File: src/rtl/pps_pkg.sv
package pps_pkg;

    localparam int NUM_RAILS = 5;
    localparam int NUM_GAPS  = 4;

    // Count of steps already taken; START means none taken yet.
    typedef enum logic [2:0] {
        ST_START = 3'd0,
        ST_PANEL = 3'd1,
        ST_LVDS  = 3'd2,
        ST_BLVDD = 3'd3,
        ST_PWM   = 3'd4,
        ST_DONE  = 3'd5
    } pps_step_e;

    typedef struct packed {
        pps_step_e step;
        logic      run;
    } pps_ctrl_s;

endpackage

File: src/rtl/pps_ms_timer.sv
module pps_ms_timer #(
    parameter int DW        = 16,
    parameter int US_PER_MS = 1000
) (
    input  logic          clk,
    input  logic          rst,
    input  logic          restart_i,
    input  logic [DW-1:0] load_ms_i,
    input  logic          tick_i,
    output logic          expired_o
);
    localparam int UW = (US_PER_MS > 1) ? $clog2(US_PER_MS) : 1;
    localparam logic [UW-1:0] US_LAST = UW'(US_PER_MS - 1);

    typedef struct packed {
        logic [UW-1:0] us;
        logic [DW-1:0] ms;
        logic          ex;
    } tmr_s;

    tmr_s t_d, t_q;

    always_comb begin
        t_d = t_q;
        if (restart_i) begin
            t_d.us = '0;
            t_d.ms = load_ms_i;
            t_d.ex = 1'b0;
        end else if (tick_i && !t_q.ex) begin
            if (t_q.ms == '0) begin
                t_d.ex = 1'b1;
            end else if (t_q.us == US_LAST) begin
                t_d.us = '0;
                t_d.ms = t_q.ms - 1'b1;
            end else begin
                t_d.us = t_q.us + 1'b1;
            end
        end
    end

    always_ff @(posedge clk) begin
        if (rst) t_q <= '0;
        else     t_q <= t_d;
    end

    assign expired_o = t_q.ex;
endmodule

File: src/rtl/pps_gap_select.sv
module pps_gap_select #(
    parameter int DW = 16,
    parameter int NG = 4,
    localparam int IW = (NG > 1) ? $clog2(NG) : 1
) (
    input  logic [NG*DW-1:0] gaps_i,
    input  logic [IW-1:0]    idx_i,
    output logic [DW-1:0]    gap_o
);
    logic [DW-1:0] field [NG];

    for (genvar g = 0; g < NG; g++) begin : g_unpack
        assign field[g] = gaps_i[g*DW +: DW];
    end

    always_comb begin
        gap_o = '0;
        for (int g = 0; g < NG; g++) begin
            if (idx_i == IW'(g)) gap_o = field[g];
        end
    end
endmodule

File: src/rtl/pps_rail_bank.sv
module pps_rail_bank #(
    parameter int NR = 5
) (
    input  logic          clk,
    input  logic          rst,
    input  logic          fire_i,
    input  logic [2:0]    step_i,
    input  logic [NR-1:0] present_i,
    output logic [NR-1:0] rail_o
);
    logic [NR-1:0] rail_d, rail_q;

    for (genvar j = 0; j < NR; j++) begin : g_rail
        assign rail_d[j] = rail_q[j] | (fire_i && (step_i == 3'(j)) && present_i[j]);
    end

    always_ff @(posedge clk) begin
        if (rst) rail_q <= '0;
        else     rail_q <= rail_d;
    end

    assign rail_o = rail_q;
endmodule

File: src/rtl/panel_pwr_seq.sv
module panel_pwr_seq
    import pps_pkg::*;
#(
    parameter int            DW         = 16,
    parameter int            US_PER_MS  = 1000,
    parameter int            PWM_W      = 8,
    parameter logic [PWM_W-1:0] PWM_DUTY   = 8'hDF,
    parameter logic [PWM_W-1:0] PWM_PERIOD = 8'hFF
) (
    input  logic                   clk,
    input  logic                   rst,
    input  logic                   req_i,
    input  logic                   block_i,
    input  logic                   us_tick_i,
    input  logic [NUM_GAPS*DW-1:0] gap_ms_i,
    input  logic [NUM_RAILS-1:0]   present_i,
    output logic                   panel_vdd_en_o,
    output logic                   lvds_en_o,
    output logic                   bl_vdd_en_o,
    output logic                   pwm_en_o,
    output logic [PWM_W-1:0]       pwm_duty_o,
    output logic [PWM_W-1:0]       pwm_period_o,
    output logic                   bl_en_o,
    output logic                   done_o
);
    localparam int IW = (NUM_GAPS > 1) ? $clog2(NUM_GAPS) : 1;

    pps_ctrl_s            st_d, st_q;
    logic                 fire;
    logic                 tmr_expired;
    logic [DW-1:0]        next_gap;
    logic [NUM_RAILS-1:0] rails;

    always_comb begin
        st_d = st_q;
        unique case (st_q.step)
            ST_START: fire = req_i;
            ST_DONE:  fire = 1'b0;
            default:  fire = tmr_expired && (st_q.run || req_i);
        endcase
        if (fire) st_d.step = pps_step_e'(st_q.step + 3'd1);
        if ((st_q.step != ST_DONE) && req_i && block_i) st_d.run = 1'b1;
        if (st_d.step == ST_DONE) st_d.run = 1'b0;
    end

    always_ff @(posedge clk) begin
        if (rst) st_q <= '{step: ST_START, run: 1'b0};
        else     st_q <= st_d;
    end

    pps_gap_select #(.DW(DW), .NG(NUM_GAPS)) u_gap_sel (
        .gaps_i (gap_ms_i),
        .idx_i  (st_q.step[IW-1:0]),
        .gap_o  (next_gap)
    );

    pps_ms_timer #(.DW(DW), .US_PER_MS(US_PER_MS)) u_timer (
        .clk       (clk),
        .rst       (rst),
        .restart_i (fire),
        .load_ms_i (next_gap),
        .tick_i    (us_tick_i),
        .expired_o (tmr_expired)
    );

    pps_rail_bank #(.NR(NUM_RAILS)) u_rails (
        .clk       (clk),
        .rst       (rst),
        .fire_i    (fire),
        .step_i    (st_q.step),
        .present_i (present_i),
        .rail_o    (rails)
    );

    assign panel_vdd_en_o = rails[0];
    assign lvds_en_o      = rails[1];
    assign bl_vdd_en_o    = rails[2];
    assign pwm_en_o       = rails[3];
    assign bl_en_o        = rails[4];
    assign pwm_duty_o     = rails[3] ? PWM_DUTY   : '0;
    assign pwm_period_o   = rails[3] ? PWM_PERIOD : '0;
    assign done_o         = (st_q.step == ST_DONE);
endmodule

File: config.mk
export PLATFORM = sky130hd
export DESIGN_NAME = panel_pwr_seq
export DESIGN_NICKNAME = d
export VERILOG_FILES = /design/src/rtl/pps_pkg.sv /design/src/rtl/pps_ms_timer.sv /design/src/rtl/pps_gap_select.sv /design/src/rtl/pps_rail_bank.sv /design/src/rtl/panel_pwr_seq.sv
export SDC_FILE = /design/constraint.sdc
export NUM_CORES = 1
export LEC_CHECK = 0
export ABC_AREA = 0
export BUFFER_PORTS_ARGS = -buffer_cell sky130_fd_sc_hd__buf_4
export CAP_MARGIN = 10
export CORE_MARGIN = 4
export CORE_UTILIZATION = 54
export CTS_BUF_LIST = sky130_fd_sc_hd__clkbuf_8 sky130_fd_sc_hd__clkbuf_16
export CTS_CLUSTER_DIAMETER = 80
export DETAILED_ROUTE_END_ITERATION = 7
export HOLD_SLACK_MARGIN = 0.06
export PLACE_DENSITY_LB_ADDON = 0.05
export SLEW_MARGIN = 10
export SYNTH_ARGS = -nofsm -noshare
export SYNTH_HDL_FRONTEND = slang
export SYNTH_SLANG_ARGS = --single-unit
File: constraint.sdc
create_clock -name clk -period 6.6 [get_ports clk]
set_clock_uncertainty 0.1 [all_clocks]
set_input_delay 0.33 -clock clk [delete_from_list [all_inputs] [get_ports clk]]
set_output_delay 0.33 -clock clk [all_outputs]
set_load 0.1 [all_outputs]
==> results by group, run 1 <==
Setup path
  • Worst Path Class, Setup: reg2reg
  • Slowest-stage cell, CP: nand2_1
  • CP cell instances: inv_1, ha_1, nand2_1, o21a_1, nand2_1, nand2_1, a32o_1
  • Worst path max stage delay: slightly above 0.6 ns
  • CP dominant cell by count: nand2_1
  • Maximum fanout along the worst path: 26
  • Worst setup EP type: flip-flop
  • Critical path data required time: roughly 6.7 ns
  • R2R setup slack: roughly 3.5 ns
  • CP delay by family, top: simple AND/OR/NAND/NOR gates
  • Type of origin of the critical path: flip-flop
  • Worst path bufs/invs: 1
  • Critical Path AT: 3.14 ns

Synthesis
  • Post-synth net total: between 400 and 500
  • Yosys top cell area share: 0.281
  • FF+latch count, synth: 36
  • Synth Instances: 331
  • Yosys cell types: 57
  • Top FF cell, synth: dfxtp_1
  • EDFF count, synth: 0
  • Syn avg cell area: 7.76 um2
  • Sequential share of the synthesized area: 0.281
  • FFs w/ async S/R, synth: 0
  • Largest cells by area after synthesis: dfxtp_1 (28%), a221oi_1 (4.8%), buf_4 (4.7%)
  • Ys Warns: 0
  • Synth area leader: dfxtp_1
  • Post-synthesis cell area: between 0.002 and 0.003 mm2

Job
  • Max cap viols: 0

Finish
  • Most frequent cells in the layout: buf_4 (94), dfxtp_1 (36), nand2_1 (31)
  • Final nets: approximately 470
  • Final instance area: ~0.0032 mm2
  • Inserted Diodes: 0
  • Layout cell share with drive strength beyond 1: 0.291
  • Finished Layout Cells: ~440
  • Commonest non-fill, non-tap cell in the layout: buf_4
  • Fillers: 372
  • FF+latch area: between 700 and 800 um2
  • Layout Utilization: 0.718
  • P&R area growth vs syn: 25.1%
  • Multi-input logic area: 0.00158 mm2

Timing
  • Max Freq: between 300 and 400 MHz
  • Max-slew violations: 0
  • Final min period: slightly above 3 ns
  • Setup violations, final: 0
  • Fin crit share: 0.463
  • Worst-Margin Slew: 1.07 ns
  • RSZ-0062 raised after global routing: false
  • TNS Setup: 0 ns
  • Hold Slack: ~0.20 ns
  • Slew margin rel.: 0.287
  • Fin. Hold Viols: 0

Pwr
  • Worst vdd ir: 0.000298 V
  • Power per cell area: about 490 mW/mm2
  • Leakage power: approximately 1.3 nW

Floorplan
  • I/O pin count: between 90 and 100
  • Die H: between 70 and 80 um
  • Core ar.: roughly 0.0045 mm2
  • Row count: 24
  • Die area: around 0.0059 mm2
  • Initial Util: 0.574
  • Die W: approximately 77 um

Clock tree
  • Clk sinks: 36
  • CTS Buf Count: 5
  • Reg clk slew, reported paths: roughly 0.070 ns
  • Post-CTS Hold Buffers: 0
  • Clk buf depth: 2
  • Root Buffer: clkbuf_8
  • Post-CTS Setup Repair Bufs: 0
  • Clock Latency Late Sink: just under 0.3 ns
  • H-tree Lvls: 2
  • TritonCTS clock tree: done
  • # resized after CTS: 0

Run status
  • Status: finished, final reports clean

GRT
  • Overflow after GRT: 0
  • Pin count of the biggest net entering global routing: 36
  • Vias in the first global route: approximately 2,700
  • Initial antenna violation count: 0
  • GRT Total Usage: 0.267
  • Global-route wire length before repair: approximately 13,000 um

Route
  • Vias per cell: between 6 and 7
  • DRC violations left: 0
  • DRT antenna net count: 0
  • First-pass DRT Iterations: 5
  • Final WL: 8000 um
  • Total number of vias: 2,830
  • Wire length per cell: 18.0 um
  • DRT iter0 DRCs: about 320

Placement
  • Routability cong.: around 0.94
  • Hpwl dp: slightly below 6000 um
  • Placed insts: about 440
  • Cell area after placement: 0.00312 mm2
  • PortBufs: 94

Hold path
  • Hold Crit Class: in2reg
==> flip-flops by register name, indices dropped and copies added, names as in the netlist <==
name	count
u_rails.rail_o	5
u_timer.expired_o	1
st_q	4
u_timer.t_q	26
==> synthesized netlist by cell type, drive strengths merged (5+ instances only) <==
library cell,count
or3,5
nand3,12
o22ai,12
nor2b,7
ha,7
xor2,9
a221oi,14
clkbuf,20
inv,13
nor3,19
buf,21
o32ai,9
nor4,9
dfxtp,36
nand4,5
a21oi,20
nand2,31
a31oi,7
nor2,23
==> logic make-up (layout without fill, tap and decap cells) <==
logic type               after synthesis  after routing  synth area share
buffers and inverters                 54            115             0.105
adder cells (fa/ha/maj)                7              7            0.0341
AO/OA/AOI/OAI                        100            100             0.293
flip-flops                            36             36             0.281
multiplexers                           1              1           0.00390
XOR/XNOR                              10             10            0.0341
other                                  1              1           0.00146
AND/OR/NAND/NOR                      122            122             0.248
==> worst register-to-register path, stage by stage, from the launching register on <==
cell and delay [ns]:
dfxtp_1 0.36, inv_1 0.10, ha_1 0.55, nand2_1 0.21, o21a_1 0.16, nand2_1 0.62, nand2_1 0.49, a32o_1 0.38
==> through the flow <==
stage | power, W | setup slack, ns
after floorplan | 0.00115 | 4.50
after global placement | 0.00136 | 3.66
after CTS | 0.00154 | 3.55
after global routing | 0.00168 | 3.28
after detailed placement | 0.00137 | 3.58
final | 0.00156 | 3.54
==> final timing paths <==
kind              cells past startpoint              start           endpoint
setup reg to reg                      7            st_q[2]     u_timer.t_q[7]
hold / removal                        3       present_i[0]  u_rails.rail_o[0]
hold reg to reg                       1  u_rails.rail_o[1]  u_rails.rail_o[1]
setup / recovery                      7            st_q[2]     u_timer.t_q[7]
==> final cells by class <==
| type | count | share of cell area |
|---|---|---|
| tap | 52 | 0.0203 |
| clock buffer | 6 | 0.0257 |
| inverter | 13 | 0.0152 |
| clock inverter | 2 | 0.00351 |
| sequential | 36 | 0.224 |
| timing repair buffer | 94 | 0.220 |
| multi-input combinational | 241 | 0.491 |
==> power breakdown <==
group	total (W)	internal, W	leakage (nW)	switching [W]
Clock	0.000165	0.0000833	0.0486	0.0000813
Combinational	0.00104	0.000390	0.956	0.000650
Sequential	0.000353	0.000281	0.293	0.0000723
==> layer usage <==
layer	vias to the layer above	GRT usage	wire length [um]
met4	0	0.0851	203
met2	147	0.464	4150
li1	1361	-	-
met3	16	0.0422	539
met5	-	0	0
met1	1306	0.334	3120
Note: power is estimated with default switching activity, not from simulation.
==> run 2, diff against run 1 <==
- CORE_UTILIZATION: 54 -> 50
- clock period: 6.6 -> 2.9 ns (I/O delays scaled with it)
==> run 2 against run 1 <==
Non-clock buffer count is 14 higher. First-iteration DRC count is 16% lower. Sequential share of layout area is 0.81 points lower. Die area is 7.2% higher. Wire length is 2.2% lower. Clock power is 110% higher. Utilization is 3.1 points lower. Combinational power is 140% higher. Final area is 3.7% higher. Global-route usage is 1.4 points lower. Flip-flop and latch count stayed put. Register-to-register slack worse by 3.1 ns. Critical path type unchanged.
==> results by group, run 2 (synthesis gave the netlist of run 1 again) <==
Route
  • DRT iter0 DRCs: 272 (-16%)
  • DRC violations left: 0 (unchanged)
  • Wire length per cell: 16.6 um (-8.0%)
  • DRT antenna net count: 0 (unchanged)
  • Vias per cell: 5.92 (-7.2%)
  • Final WL: 7820 um (-2.2%)
  • Total number of vias: 2,792 (-1.3%)
  • First-pass DRT Iterations: 5 (unchanged)

Finish
  • Fillers: 438 (+18%)
  • Commonest non-fill, non-tap cell in the layout: buf_4
  • Final nets: 486 (+3.0%)
  • Multi-input logic area: 0.00158 mm2 (unchanged)
  • Max FFs per register: 26 (unchanged)
  • Most frequent cells in the layout: buf_4 (103), dfxtp_1 (36), nand2_1 (31)
  • Layout Utilization: 0.687 (-0.0306)
  • Layout cell share with drive strength beyond 1: 0.301 (+0.0104)
  • FF+latch area: 721 um2 (unchanged)
  • P&R area growth vs syn: 29.8%
  • Biggest register: u_timer.t_q
  • Final instance area: 0.00333 mm2 (+3.7%)
  • Inserted Diodes: 0 (unchanged)

Hold path
  • Hold Crit Class: in2reg

Pwr
  • Power per cell area: 1080 mW/mm2 (+120%)
  • Worst vdd ir: 0.000723 V (+140%)
  • Tot Pwr: 0.00361 W (+130%)
  • Leakage power: 1.36 nW (+4.6%)

Job
  • Max cap viols: 0 (unchanged)

Floorplan
  • Row count: 25 (+4.2%)
  • Initial Util: 0.530 (-0.0443)
  • Die area: 0.00635 mm2 (+7.2%)
  • Core ar.: 0.00485 mm2 (+8.4%)
  • Die W: 79.7 um (+3.5%)
  • Die H: 79.7 um (+3.5%)
  • I/O pin count: 96 (unchanged)

Timing
  • Setup WS post-layout: 0.444 ns (-3.10 ns)
  • Max-slew violations: 0 (unchanged)
  • Fin. Hold Viols: 0 (unchanged)
  • Max Freq: 407 MHz (+25%)
  • Setup violations, final: 0 (unchanged)
  • Fin crit share: 0.847 (+0.383)
  • RSZ-0062 raised after global routing: false
  • Slew margin rel.: 0.639 (+0.353)
  • TNS Setup: 0 ns (unchanged)
  • Final min period: 2.46 ns (-0.602 ns)
  • Worst-Margin Slew: 0.540 ns (-0.527 ns)

Clock tree
  • # resized after CTS: 0 (unchanged)
  • Reg clk slew, reported paths: 0.07 ns (about the same)
  • Clk sinks: 36 (unchanged)
  • CTS Buf Count: 5 (unchanged)
  • TritonCTS clock tree: done
  • H-tree Lvls: 2 (unchanged)
  • Clk buf depth: 2 (unchanged)
  • Root Buffer: clkbuf_8
  • Clock Latency Late Sink: 0.29 ns (about the same)

Placement
  • Routability cong.: 0.892 (-5.0%)
  • Place WS: 0.493 ns (-3.08 ns)
  • Cell area after placement: 0.00320 mm2 (+2.8%)
  • PortBufs: 94 (unchanged)
  • Hpwl dp: 5770 um (-3.1%)

Setup path
  • Critical Path AT: 2.60 ns (-0.54 ns)
  • Critical path data required time: 3.04 ns (-3.65 ns)
  • Worst Path Class, Setup: reg2reg
  • Worst setup EP type: flip-flop
  • Type of origin of the critical path: flip-flop
  • Maximum fanout along the worst path: 14 (-46%)

Run status
  • Status: finished, final reports clean

GRT
  • Overflow after GRT: 0 (unchanged)
  • Vias in the first global route: 2,666 (-1.8%)
  • GRT Total Usage: 0.252 (-0.0144)
  • Pin count of the biggest net entering global routing: 36 (unchanged)
  • Global-route wire length before repair: 12,900 um (-0.27%)
  • Initial antenna violation count: 0 (unchanged)
run 2: cell types whose count changed in the layout (fill, tap and decap cells not counted), sizes merged:
cell	delta
clkinv	+1
clkbuf	-1
buf	+9
dlygate4sd3	+5
clkinvlp	-1
run 2: power by group:
part	total (W)	switching, W	internal (W)
logic	0.00247	0.00148	0.000988
clock network	0.000339	0.000179	0.000160
registers	0.000804	0.000164	0.000640
total	0.00361	0.00182	0.00179
run 2: through the flow:
stage	cells	hold slack (ns)
detailed placement	460	0.303
floorplan	331	0.194
finish	472	0.119
global placement	460	0.301
global route	472	0.115
CTS	472	0.118
run 2: worst max-delay path, cell delays in order (launching register included):
cell	delay [ns]
dfxtp_1	0.43
inv_1	0.11
ha_1	0.24
nor2b_1	0.19
o21bai_1	0.19
nand2_1	0.34
buf_4	0.32
o32ai_1	0.28
a32o_1	0.19
run 2: area by class of cell:
| cell class | instances | area share |
|---|---|---|
| Clock inverter | 2 | 0.00263 |
| Timing Repair Buffer | 108 | 0.247 |
| Inverter | 13 | 0.0146 |
| Clock buffer | 5 | 0.0207 |
| Multi-Input combinational cell | 241 | 0.474 |
| Sequential cell | 36 | 0.216 |
| Tap cell | 67 | 0.0252 |
run 2: final timing paths:
path / depth (start not counted) / to / start / slack, ns
worst max-delay path: 8 / u_timer.t_q[7] / st_q[1] / 0.44
worst max register to register: 8 / u_timer.t_q[7] / st_q[1] / 0.44
worst min-delay path: 3 / st_q[0] / req_i / 0.12
worst min register to register: 1 / u_rails.rail_o[1] / u_rails.rail_o[1] / 0.37
run 2: repair_timing:
action                                  CTS  global route
hold buffers                              5             0
endpoints found under the setup margin    0             0
buffers inserted                          0             0
endpoints found under the hold margin     4             0
run 2: layer usage:
layer / wire (um) / vias up / global-route usage / part of all wire
met5: 0 / - / 0 / 0
met1: 3390 / 1290 / 0.327 / 0.43
met3: 624 / 14 / 0.0576 / 0.080
li1: - / 1381 / - / -
met2: 3680 / 107 / 0.415 / 0.47
met4: 125 / 0 / 0.0756 / 0.016
==> run 3, diff against run 2 <==
- clock period: 2.9 -> 2.4 ns (I/O delays scaled with it)
==> run 3 against run 2 <==
Via count increased by 2.0%. Global-route usage increased by 0.41 points. Highest routed layer unchanged. Clock power increased by 17%. Maximum frequency increased by 7.0%. Die area unchanged. Critical endpoint unchanged.
==> results by group, run 3 (synthesis gave the netlist of run 1 again) <==
Timing
  • Hold Slack: 0.111 ns (-0.00729 ns)
  • Worst-Margin Slew: 0.525 ns (-0.0153 ns)
  • Fin. Hold Viols: 0 (unchanged)
  • TNS Setup: 0 ns (unchanged)
  • Setup violations, final: 0 (unchanged)
  • Max Freq: 436 MHz (+7.0%)
  • Slew margin rel.: 0.650 (+0.0103)
  • Final min period: 2.30 ns (-0.160 ns)
  • Fin crit share: 0.957 (+0.110)
  • Setup WS post-layout: 0.104 ns (-0.340 ns)
  • Max-slew violations: 0 (unchanged)
  • RSZ-0062 raised after global routing: false

Finish
  • Layout cell share with drive strength beyond 1: 0.330 (+0.0289)
  • Multi-input logic area: 0.00160 mm2 (+1.3%)
  • Max FFs per register: 26 (unchanged)
  • Fillers: 420 (-4.1%)
  • Finished Layout Cells: 482 (+2.1%)
  • Most frequent cells in the layout: buf_4 (113), dfxtp_1 (36), nand2_1 (30)
  • Final nets: 496 (+2.1%)
  • Biggest register: u_timer.t_q
  • Commonest non-fill, non-tap cell in the layout: buf_4
  • Layout Utilization: 0.707 (+0.0196)
  • FF+latch area: 721 um2 (unchanged)
  • P&R area growth vs syn: 33.5%
  • Inserted Diodes: 0 (unchanged)

Setup path
  • R2r worst-path depth: 8 (unchanged)
  • Maximum fanout along the worst path: 12 (-2)
  • Worst setup EP type: flip-flop
  • CP Launch Point: st_q[1]
  • R2R setup slack: 0.10 ns (-0.34 ns)
  • Worst R2R End: u_timer.t_q[7]
  • Critical path data required time: 2.54 ns (-0.50 ns)
  • Type of origin of the critical path: flip-flop
  • Critical R2R Launch: st_q[1]
  • Critical Path AT: 2.43 ns (-0.17 ns)
  • Setup crit end: u_timer.t_q[7]
  • Worst Path Class, Setup: reg2reg

Route
  • DRT iter0 DRCs: 297 (+9.2%)
  • Total number of vias: 2,849 (+2.0%)
  • Wire length per cell: 16.7 um (+0.87%)
  • DRT antenna net count: 0 (unchanged)
  • First-pass DRT Iterations: 5 (unchanged)
  • DRC violations left: 0 (unchanged)
  • Final WL: 8060 um (+3.0%)
  • Vias per cell: 5.91 (about the same)

GRT
  • Pin count of the biggest net entering global routing: 36 (unchanged)
  • Vias in the first global route: 2,740 (+2.8%)
  • GRT Total Usage: 0.256 (+0.00409)
  • Initial antenna violation count: 0 (unchanged)
  • Global-route wire length before repair: 13,100 um (+1.8%)
  • Overflow after GRT: 0 (unchanged)

Floorplan
  • Die H: 79.7 um (unchanged)
  • Core ar.: 0.00485 mm2 (unchanged)
  • Row count: 25 (unchanged)
  • I/O pin count: 96 (unchanged)
  • Die W: 79.7 um (unchanged)
  • Initial Util: 0.530 (unchanged)
  • Die area: 0.00635 mm2 (unchanged)

Clock tree
  • TritonCTS clock tree: done
  • Clk sinks: 36 (unchanged)
  • Reg clk slew, reported paths: 0.08 ns (about the same)
  • Clk buf depth: 2 (unchanged)
  • Root Buffer: clkbuf_8
  • H-tree Lvls: 2 (unchanged)
  • Clock Latency Late Sink: 0.29 ns (about the same)
  • CTS Buf Count: 5 (unchanged)

Placement
  • Routability cong.: 0.936 (+4.9%)
  • PortBufs: 94 (unchanged)
  • Place WS: -0.000140 ns (-0.493 ns)
  • Placed insts: 470 (+2.2%)
  • Hpwl dp: 6160 um (+6.7%)

Pwr
  • Worst vdd ir: 0.000960 V (+33%)
  • Power per cell area: 1330 mW/mm2 (+22%)
  • Leakage power: 1.41 nW (+4.1%)

Hold path
  • Hold Crit Class: in2reg

Job
  • Max cap viols: 0 (unchanged)

Run status
  • Status: finished, final reports clean
==> run 3: per-stage QoR <==
stage | cell area [um2] | total power, W
3_5_place_dp | 3280 | 0.00405
2_1_floorplan | 2570 | 0.00316
6_report | 3430 | 0.00455
5_1_grt | 3430 | 0.00491
3_3_place_gp | 3280 | 0.00402
4_1_cts | 3410 | 0.00448
==> run 3: worst max-delay path: stages, from the launching register on <==
cell	delay (ns)
dfxtp_1	0.37
inv_1	0.12
ha_1	0.21
nor2b_1	0.35
o21a_1	0.22
nand2_4	0.13
buf_4	0.19
o32ai_1	0.35
a32o_1	0.20
==> run 3: how the worst min path moves through the flow <==
| stage | startpoint | endpoint | slack, ns | cells past startpoint |
|---|---|---|---|---|
| 4_1_cts | req_i | st_q[0] | 0.11 | 3 |
| 3_3_place_gp | present_i[3] | u_rails.rail_o[3] | 0.27 | 3 |
| 3_5_place_dp | present_i[0] | u_rails.rail_o[0] | 0.27 | 3 |
| 2_1_floorplan | us_tick_i | u_timer.expired_o | 0.17 | 2 |
| 5_1_grt | req_i | st_q[0] | 0.13 | 3 |
| 6_report | gap_ms_i[57] | u_timer.t_q[10] | 0.11 | 5 |
==> run 3: area by class of cell <==
| cell class | count | area share |
|---|---|---|
| sequential | 36 | 0.210 |
| clock inverter | 2 | 0.00256 |
| tap | 67 | 0.0245 |
| timing repair buffer | 118 | 0.262 |
| multi-input combinational | 241 | 0.466 |
| inverter | 13 | 0.0142 |
| clock buffer | 5 | 0.0201 |
==> run 3: where the power goes <==
part | internal, W | leakage, nW | switching, W | total (W)
logic | 0.00131 | 1.07 | 0.00185 | 0.00317
registers | 0.000773 | 0.293 | 0.000208 | 0.000981
clock network | 0.000193 | 0.0452 | 0.000205 | 0.000398
total | 0.00228 | 1.41 | 0.00227 | 0.00455
==> run 3: routing by layer <==
metal | global-route usage | share of wire | vias to the layer above
met5 | 0 | 0 | -
met3 | 0.0564 | 0.081 | 15
met1 | 0.337 | 0.44 | 1296
met2 | 0.422 | 0.46 | 128
li1 | - | - | 1410
met4 | 0.0670 | 0.013 | 0
==> run 3: timing repair <==
item	4_1_cts	5_1_grt
pin swaps	0	1
endpoints found under the setup margin	1	4
resized for setup	1	5
endpoints found under the hold margin	4	0
setup buffers	0	0
hold buffers	5	0
